[config.mk]
export PLATFORM = sky130hd
export DESIGN_NAME = cfg_serial_loader
export DESIGN_NICKNAME = d
export VERILOG_FILES = /design/src/rtl/cfg_loader_pkg.sv /design/src/rtl/cfg_sync.sv /design/src/rtl/cfg_tick_timer.sv /design/src/rtl/cfg_limit_cnt.sv /design/src/rtl/cfg_bit_shifter.sv /design/src/rtl/cfg_serial_loader.sv
export SDC_FILE = /design/constraint.sdc
export NUM_CORES = 1
export LEC_CHECK = 0
export CAP_MARGIN = 20
export CORE_MARGIN = 2
export CORE_UTILIZATION = 30
export DETAILED_ROUTE_END_ITERATION = 7
export DONT_BUFFER_PORTS = 1
export PLACE_DENSITY_LB_ADDON = 0.1
export SLEW_MARGIN = 20
export SYNTH_ARGS = -nofsm -noshare
export SYNTH_HDL_FRONTEND = slang
export SYNTH_HIERARCHICAL = 1
export SYNTH_SLANG_ARGS = --single-unit
export TNS_END_PERCENT = 20
[constraint.sdc]
create_clock -name clk -period 7.2 [get_ports clk]
set_clock_uncertainty 0.05 [all_clocks]
set_input_delay 1.44 -clock clk [delete_from_list [all_inputs] [get_ports clk]]
set_output_delay 1.44 -clock clk [all_outputs]
set_load 0.03 [all_outputs]
[src/rtl/cfg_loader_pkg.sv]
package cfg_loader_pkg;

  typedef enum logic [1:0] {
    CFG_OK       = 2'b00,
    CFG_INIT_TMO = 2'b01,
    CFG_DONE_TMO = 2'b10
  } cfg_status_e;

  typedef enum logic [3:0] {
    SQ_IDLE,
    SQ_PROG,
    SQ_INIT,
    SQ_FETCH,
    SQ_BIT_LO,
    SQ_BIT_HI,
    SQ_DN_CHK,
    SQ_DN_HI,
    SQ_DN_LO
  } seq_state_e;

endpackage

[src/rtl/cfg_sync.sv]
module cfg_sync #(
  parameter int W      = 2,
  parameter int STAGES = 2
) (
  input  logic         clk,
  input  logic         rst_n,
  input  logic [W-1:0] async_i,
  output logic [W-1:0] sync_o
);
  logic [STAGES-1:0][W-1:0] stg_q;

  always_ff @(posedge clk or negedge rst_n) begin
    if (!rst_n) begin
      stg_q <= '0;
    end else begin
      stg_q[0] <= async_i;
      for (int s = 1; s < STAGES; s++) begin
        stg_q[s] <= stg_q[s-1];
      end
    end
  end

  assign sync_o = stg_q[STAGES-1];
endmodule

[src/rtl/cfg_tick_timer.sv]
module cfg_tick_timer #(
  parameter int W = 8
) (
  input  logic         clk,
  input  logic         rst_n,
  input  logic         load_i,
  input  logic [W-1:0] len_i,
  output logic         expired_o
);
  logic [W-1:0] cnt_q, cnt_d;

  always_comb begin
    cnt_d = cnt_q;
    if (load_i) begin
      cnt_d = len_i - 1'b1;
    end else if (cnt_q != '0) begin
      cnt_d = cnt_q - 1'b1;
    end
  end

  always_ff @(posedge clk or negedge rst_n) begin
    if (!rst_n) cnt_q <= '0;
    else        cnt_q <= cnt_d;
  end

  assign expired_o = (cnt_q == '0);
endmodule

[src/rtl/cfg_limit_cnt.sv]
module cfg_limit_cnt #(
  parameter int LIMIT = 100000
) (
  input  logic clk,
  input  logic rst_n,
  input  logic clear_i,
  input  logic inc_i,
  output logic hit_o
);
  localparam int CW = $clog2(LIMIT + 1);
  localparam logic [CW-1:0] LIM_V = CW'(LIMIT);

  logic [CW-1:0] cnt_q, cnt_d;

  always_comb begin
    cnt_d = cnt_q;
    if (clear_i)                     cnt_d = '0;
    else if (inc_i && cnt_q != LIM_V) cnt_d = cnt_q + 1'b1;
  end

  always_ff @(posedge clk or negedge rst_n) begin
    if (!rst_n) cnt_q <= '0;
    else        cnt_q <= cnt_d;
  end

  assign hit_o = (cnt_q == LIM_V);
endmodule

[src/rtl/cfg_bit_shifter.sv]
module cfg_bit_shifter #(
  parameter int BW = 8
) (
  input  logic          clk,
  input  logic          rst_n,
  input  logic          load_i,
  input  logic [BW-1:0] byte_i,
  input  logic          shift_i,
  output logic          msb_next_o,
  output logic          last_bit_o
);
  localparam int IW = (BW > 1) ? $clog2(BW) : 1;
  localparam logic [IW-1:0] LAST_IDX = IW'(BW - 1);

  logic [BW-1:0] sh_q, sh_d;
  logic [IW-1:0] idx_q, idx_d;

  always_comb begin
    sh_d  = sh_q;
    idx_d = idx_q;
    if (load_i) begin
      sh_d  = byte_i;
      idx_d = '0;
    end else if (shift_i) begin
      sh_d  = {sh_q[BW-2:0], 1'b0};
      idx_d = idx_q + 1'b1;
    end
  end

  always_ff @(posedge clk or negedge rst_n) begin
    if (!rst_n) begin
      sh_q  <= '0;
      idx_q <= '0;
    end else begin
      sh_q  <= sh_d;
      idx_q <= idx_d;
    end
  end

  assign msb_next_o = sh_d[BW-1];
  assign last_bit_o = (idx_q == LAST_IDX);
endmodule

[src/rtl/cfg_serial_loader.sv]
module cfg_serial_loader
  import cfg_loader_pkg::*;
#(
  parameter int BYTE_W         = 8,
  parameter int LEN_W          = 24,
  parameter int PROG_LOW_CYC   = 50,
  parameter int CCLK_HI_CYC    = 1,
  parameter int CCLK_LO_CYC    = 1,
  parameter int INIT_POLL_MAX  = 100000,
  parameter int DONE_PULSE_MAX = 100000,
  parameter int SYNC_STAGES    = 2
) (
  input  logic              clk,
  input  logic              rst_n,
  input  logic              start_i,
  input  logic [LEN_W-1:0]  img_len_i,
  input  logic              byte_valid_i,
  input  logic [BYTE_W-1:0] byte_data_i,
  input  logic              src_err_i,
  output logic              byte_ready_o,
  output logic              prog_n_o,
  output logic              cclk_o,
  output logic              din_o,
  input  logic              init_n_i,
  input  logic              done_i,
  output logic              busy_o,
  output logic              finish_o,
  output logic [1:0]        status_o
);
  localparam int MAX_HL  = (CCLK_HI_CYC > CCLK_LO_CYC) ? CCLK_HI_CYC : CCLK_LO_CYC;
  localparam int MAX_DLY = (PROG_LOW_CYC > MAX_HL) ? PROG_LOW_CYC : MAX_HL;
  localparam int TMR_W   = $clog2(MAX_DLY + 1);
  localparam logic [TMR_W-1:0] T_PROG = TMR_W'(PROG_LOW_CYC);
  localparam logic [TMR_W-1:0] T_HI   = TMR_W'(CCLK_HI_CYC);
  localparam logic [TMR_W-1:0] T_LO   = TMR_W'(CCLK_LO_CYC);

  seq_state_e  state_q, state_d;
  cfg_status_e status_q, status_d;
  logic [LEN_W-1:0] rem_q, rem_d;
  logic finish_q, finish_d;
  logic busy_q, prog_n_q, cclk_q, din_q;
  logic prog_n_d, cclk_d, din_d;

  logic tmr_load, tmr_exp;
  logic [TMR_W-1:0] tmr_len;
  logic poll_clr, poll_inc, poll_hit;
  logic pls_clr, pls_inc, pls_hit;
  logic sh_load, sh_shift, msb_next, last_bit;
  logic init_n_s, done_s;

  cfg_sync #(.W(2), .STAGES(SYNC_STAGES)) u_sync (
    .clk(clk), .rst_n(rst_n),
    .async_i({init_n_i, done_i}),
    .sync_o({init_n_s, done_s})
  );

  cfg_tick_timer #(.W(TMR_W)) u_timer (
    .clk(clk), .rst_n(rst_n),
    .load_i(tmr_load), .len_i(tmr_len), .expired_o(tmr_exp)
  );

  cfg_limit_cnt #(.LIMIT(INIT_POLL_MAX)) u_init_lim (
    .clk(clk), .rst_n(rst_n),
    .clear_i(poll_clr), .inc_i(poll_inc), .hit_o(poll_hit)
  );

  cfg_limit_cnt #(.LIMIT(DONE_PULSE_MAX)) u_done_lim (
    .clk(clk), .rst_n(rst_n),
    .clear_i(pls_clr), .inc_i(pls_inc), .hit_o(pls_hit)
  );

  cfg_bit_shifter #(.BW(BYTE_W)) u_shift (
    .clk(clk), .rst_n(rst_n),
    .load_i(sh_load), .byte_i(byte_data_i), .shift_i(sh_shift),
    .msb_next_o(msb_next), .last_bit_o(last_bit)
  );

  assign byte_ready_o = (state_q == SQ_FETCH) && (rem_q != '0) && !src_err_i;

  // next-state process
  always_comb begin
    state_d  = state_q;
    status_d = status_q;
    rem_d    = rem_q;
    finish_d = 1'b0;
    tmr_load = 1'b0;
    tmr_len  = T_LO;
    poll_clr = 1'b0;
    poll_inc = 1'b0;
    pls_clr  = 1'b0;
    pls_inc  = 1'b0;
    sh_load  = 1'b0;
    sh_shift = 1'b0;
    unique case (state_q)
      SQ_IDLE: begin
        if (start_i) begin
          rem_d    = img_len_i;
          tmr_load = 1'b1;
          tmr_len  = T_PROG;
          state_d  = SQ_PROG;
        end
      end
      SQ_PROG: begin
        if (tmr_exp) begin
          poll_clr = 1'b1;
          state_d  = SQ_INIT;
        end
      end
      SQ_INIT: begin
        if (init_n_s) begin
          state_d = SQ_FETCH;
        end else if (poll_hit) begin
          status_d = CFG_INIT_TMO;
          finish_d = 1'b1;
          state_d  = SQ_IDLE;
        end else begin
          poll_inc = 1'b1;
        end
      end
      SQ_FETCH: begin
        if (rem_q == '0 || src_err_i) begin
          pls_clr = 1'b1;
          state_d = SQ_DN_CHK;
        end else if (byte_valid_i) begin
          sh_load  = 1'b1;
          rem_d    = rem_q - 1'b1;
          tmr_load = 1'b1;
          tmr_len  = T_LO;
          state_d  = SQ_BIT_LO;
        end
      end
      SQ_BIT_LO: begin
        if (tmr_exp) begin
          tmr_load = 1'b1;
          tmr_len  = T_HI;
          state_d  = SQ_BIT_HI;
        end
      end
      SQ_BIT_HI: begin
        if (tmr_exp) begin
          if (last_bit) begin
            state_d = SQ_FETCH;
          end else begin
            sh_shift = 1'b1;
            tmr_load = 1'b1;
            tmr_len  = T_LO;
            state_d  = SQ_BIT_LO;
          end
        end
      end
      SQ_DN_CHK: begin
        if (done_s) begin
          status_d = CFG_OK;
          finish_d = 1'b1;
          state_d  = SQ_IDLE;
        end else if (pls_hit) begin
          status_d = CFG_DONE_TMO;
          finish_d = 1'b1;
          state_d  = SQ_IDLE;
        end else begin
          pls_inc  = 1'b1;
          tmr_load = 1'b1;
          tmr_len  = T_HI;
          state_d  = SQ_DN_HI;
        end
      end
      SQ_DN_HI: begin
        if (tmr_exp) begin
          tmr_load = 1'b1;
          tmr_len  = T_LO;
          state_d  = SQ_DN_LO;
        end
      end
      SQ_DN_LO: begin
        if (tmr_exp) state_d = SQ_DN_CHK;
      end
      default: state_d = SQ_IDLE;
    endcase
  end

  // pin values decoded from the next state so the pins change on a clock edge only
  always_comb begin
    prog_n_d = (state_d != SQ_PROG);
    cclk_d   = (state_d == SQ_BIT_HI) || (state_d == SQ_DN_HI);
    din_d    = ((state_d == SQ_BIT_LO) || (state_d == SQ_BIT_HI)) ? msb_next : 1'b0;
  end

  // register process
  always_ff @(posedge clk or negedge rst_n) begin
    if (!rst_n) begin
      state_q  <= SQ_IDLE;
      status_q <= CFG_OK;
      rem_q    <= '0;
      finish_q <= 1'b0;
      busy_q   <= 1'b0;
      prog_n_q <= 1'b1;
      cclk_q   <= 1'b0;
      din_q    <= 1'b0;
    end else begin
      state_q  <= state_d;
      status_q <= status_d;
      rem_q    <= rem_d;
      finish_q <= finish_d;
      busy_q   <= (state_d != SQ_IDLE);
      prog_n_q <= prog_n_d;
      cclk_q   <= cclk_d;
      din_q    <= din_d;
    end
  end

  assign prog_n_o = prog_n_q;
  assign cclk_o   = cclk_q;
  assign din_o    = din_q;
  assign busy_o   = busy_q;
  assign finish_o = finish_q;
  assign status_o = status_q;
endmodule

==> tab_implementation.tex <==
\begin{tabular}{lr}
\hline
Metric & Value \\
\hline
\multicolumn{2}{l}{\textbf{Status}} \\
Status & finished, final reports clean \\
\multicolumn{2}{l}{\textbf{Clock tree}} \\
Setup bufs post-CTS & 0 \\
Cts repair resizes & 0 \\
CTS Buffer Depth & 2 \\
Clock sink count & 90 \\
Buffer type at the clock tree root & clkbuf\_16 \\
Number of clock buffers inserted by TritonCTS & 9 \\
H-tree depth & 3 \\
Clock tree from TritonCTS & done \\
Skew-Pair Late Insertion Delay & 0.35 ns \\
Number of buffers inserted for hold repair after clock tree synthesis & 0 \\
Clock-pin transition on the worst setup and hold timing paths & about 0.07 ns \\
\multicolumn{2}{l}{\textbf{STA}} \\
Final setup violating endpoints & 0 \\
Final Slew Violations & 0 \\
Max-Slew Margin vs Limit & 0.263 \\
Final critical delay including setup and external delays & 4.43 ns \\
FMAX & 0.226 GHz \\
Setup repair after global routing missed its margin & false \\
Slew of the pin with the lowest slew margin & about 1.1 ns \\
Final clock period utilization by the worst path & 0.616 \\
TNS Setup & 0 ns \\
Hold violation total from the final report & 0 \\
\multicolumn{2}{l}{\textbf{Synth}} \\
Post-synthesis sequential area ratio & 0.416 \\
Number of enable flip-flop cells after synthesis & 0 \\
Avg Inst Size Synth & slightly above 9 um\^{}2 \\
Post-synthesis instance total & just under 600 \\
Proportion of register bits with asynchronous set or reset after synthesis & 1.00 \\
Unique masters post-synth & $\sim$80 \\
Netlist area before placement & approximately 5400 um\^{}2 \\
Total of warnings raised by yosys & 6 \\
Dominant register cell in the synthesized netlist & dfrtp\_1 \\
Post-synthesis register bit count & 90 \\
\multicolumn{2}{l}{\textbf{Setup path}} \\
Critical path buffer and inverter count & 1 \\
Critical path capture point type & register \\
CP Data Required Time & 7.36 ns \\
Largest fanout of any net on the critical path & 26 \\
Biggest cell delay along the critical path & 0.73 ns \\
Cells along the critical path & nand3\_1 -> inv\_1 -> a2111o\_1 -> mux2i\_1 -> ha\_1 -> or3b\_2 -> a21oi\_1 -> a22oi\_1 \\
Kind of cell adding the most delay to the critical path & simple AND/OR/NAND/NOR gates \\
Critical path arrival & around 4.6 ns \\
Sort of element at the start of the critical path & input port \\
Critical path type & in -> reg \\
Library cell contributing the largest single delay on the critical path & nand3\_1 \\
\multicolumn{2}{l}{\textbf{Global route}} \\
GRT overflow & 0 \\
Number of antenna violations at the first check in global routing & 0 \\
Global-route usage over all layers & 0.146 \\
Pin count of the biggest net entering global routing & 91 \\
Global-route wire length before repair & 22.8 mm \\
Number of global-route vias before repair & between 4000 and 5000 \\
\multicolumn{2}{l}{\textbf{Layout}} \\
Multi-input logic area & approximately 2900 um\^{}2 \\
Total of fill cells in the finished design & approximately 1800 \\
Layout cell share with drive strength beyond 1 & 0.0919 \\
Synth-to-Final Area Change & 9.40\% \\
Number of nets in the finished design & 620 \\
Fin cells & roughly 810 \\
Antenna Diode Count & 0 \\
Post-route cell area & approximately 6000 um\^{}2 \\
Area taken by flip-flops and latches & approximately 2300 um\^{}2 \\
\multicolumn{2}{l}{\textbf{Power and ir drop}} \\
LEAKAGE & $\sim$2.3 nW \\
Maximum resistive drop on vdd & approximately 130 uV \\
Power density of the placed cells & 250 nW/um\^{}2 \\
\multicolumn{2}{l}{\textbf{Place}} \\
Number of I/O port buffers & 0 \\
Placed Instance Area & roughly 5600 um\^{}2 \\
Number of placed instances with taps included & roughly 800 \\
GPL Wtd Cong & 0.813 \\
Post-DP HPWL & 9.38 mm \\
\multicolumn{2}{l}{\textbf{Detailed routing}} \\
Count of unresolved DRC violations after routing & 0 \\
Routed len/inst & between 15 and 20 um \\
Detail-routed via count per cell & 5.44 \\
Routed via count & between 4000 and 5000 \\
First-pass detailed-route iteration total & 5 \\
Routed Antenna Nets & 0 \\
Routed WL & around 14 mm \\
Number of violations reported at the end of detailed-routing iteration 0 & roughly 270 \\
\multicolumn{2}{l}{\textbf{Floorplan}} \\
Number of placement rows & between 40 and 50 \\
Die outline width & around 140 um \\
Number of top-level design ports & 47 \\
Effective utilization at floorplan & 0.304 \\
Die height & 138 um \\
CORE AREA & 17800 um\^{}2 \\
Area of the die & approximately 19000 um\^{}2 \\
\multicolumn{2}{l}{\textbf{Hold path}} \\
Hold crit path type & reg -> reg \\
\multicolumn{2}{l}{\textbf{Job}} \\
Max cap viols & 0 \\
\hline
\end{tabular}
[metrics by stage]
stage / hold WS, ns / utilization / total power, mW / setup slack (ns)
6_report: 0.297 / 0.332 / 1.48 / 2.77
3_3_place_gp: 0.286 / 0.314 / 0.963 / 2.51
3_5_place_dp: 0.286 / 0.314 / 0.971 / 2.38
4_1_cts: 0.300 / 0.332 / 1.50 / 2.77
2_1_floorplan: 0.281 / - / 0.900 / 3.59
5_1_grt: 0.309 / 0.332 / 1.57 / 2.57
[final timing paths]
check | startpoint | end | slack [ns] | depth (start not counted)
worst max-delay path | start_i | u_timer/cnt_q[4] | 2.77 | 8
worst min-delay path | u_sync/stg_q[0] | u_sync/sync_o[0] | 0.30 | 0
worst max register to register | rem_q[6] | u_timer/cnt_q[4] | 2.92 | 11
worst min register to register | u_sync/stg_q[0] | u_sync/sync_o[0] | 0.30 | 0
max in group asynchronous | rst_n | prog_n_o | 6.15 | 0
min in group asynchronous | rst_n | rem_q[1] | 0.73 | 0
[worst register-to-register path, stage by stage, from the launching register on]
cell      delay (ns)
dfrtp_1         0.43
nor4_4          0.53
nand4b_2        0.30
o21ai_4         0.66
nor2_1          0.09
buf_4           0.23
a2111o_1        0.56
mux2i_1         0.26
ha_1            0.31
or3b_2          0.46
a21oi_1         0.16
a22oi_1         0.08
[synthesized netlist by cell type (all sizes together), types with 6 or more instances]
library cell | count | area share
nor4 | 7 | 0.015
a21oi | 40 | 0.039
a2bb2oi | 9 | 0.015
xnor2 | 16 | 0.026
nand3 | 17 | 0.018
nand4 | 16 | 0.018
nor2 | 61 | 0.043
o211ai | 6 | 0.0092
a31oi | 15 | 0.017
or4 | 6 | 0.0097
or3 | 11 | 0.013
inv | 29 | 0.020
xor2 | 7 | 0.011
mux2i | 16 | 0.030
nor2b | 7 | 0.0081
nor4bb | 7 | 0.013
nand2b | 6 | 0.0069
ha | 9 | 0.021
o22a | 9 | 0.015
a22oi | 7 | 0.0097
and3 | 6 | 0.0069
clkbuf | 23 | 0.016
o22ai | 10 | 0.012
buf | 11 | 0.017
dfrtp | 89 | 0.41
nand2 | 37 | 0.026
o21ai | 24 | 0.025
nor3 | 20 | 0.019
[per-layer routing]
layer | wire length, um | up-vias | global-route usage
met3 | 743 | 18 | 0.0315
met1 | 6500 | 2136 | 0.196
met2 | 6140 | 97 | 0.232
li1 | - | 2130 | -
met5 | 0 | - | 0
met4 | 245 | 0 | 0.0569
[cell usage in the layout (no fill, tap or decap), types with 6 or more instances in the layout]
master     count
dfrtp_1       89
nor2_1        60
a21oi_1       39
nand2_1       37
inv_1         26
nor3_1        18
o21ai_0       16
nand4_1       16
mux2i_1       16
xnor2_1       16
a31oi_1       15
nand3_1       15
or3_1         11
o22ai_1       10
a2bb2oi_1      9
o22a_1         9
ha_1           9
clkbuf_16      9
nor2b_1        7
a22oi_1        7
xor2_1         7
nand2b_1       6
and3_1         6
nor4bb_1       6
o21ai_1        6
conb_1         6
[layout make-up]
class / instances / share of cell area
clock buffer: 12 / 0.0416
clock inverter: 4 / 0.0129
inverter: 29 / 0.0184
multi-input combinational: 437 / 0.492
sequential: 90 / 0.380
tap: 229 / 0.0484
timing repair buffer: 5 / 0.00634
[logic make-up after synthesis]
logic type / count (synthesis) / share of synthesized area
simple gates: 228 / 0.241
compound gates: 151 / 0.194
flops: 90 / 0.416
buf+inv: 63 / 0.0527
xor+xnor: 23 / 0.0372
mux: 20 / 0.0379
fa+ha+maj: 9 / 0.0208
other cells: 1 / 0.000692
[report_power, final]
| group | internal (mW) | switching, mW | total [mW] | leakage [nW] |
|---|---|---|---|---|
| sequential | 0.563 | 0.0819 | 0.644 | 1.05 |
| combinational | 0.142 | 0.173 | 0.315 | 1.13 |
| clock | 0.315 | 0.204 | 0.519 | 0.153 |
[flip-flops by register name, indices dropped and copies added (netlist names), 2 cells and up]
signal,cells
rem_q,24
u_done_lim/cnt_q,17
u_init_lim/cnt_q,17
u_shift/sh_q,8
u_timer/cnt_q,6
state_q,4
u_shift/idx_q,3
status_o,2
u_sync/stg_q,2
u_sync/sync_o,2
(Power assumes the default switching activity.)
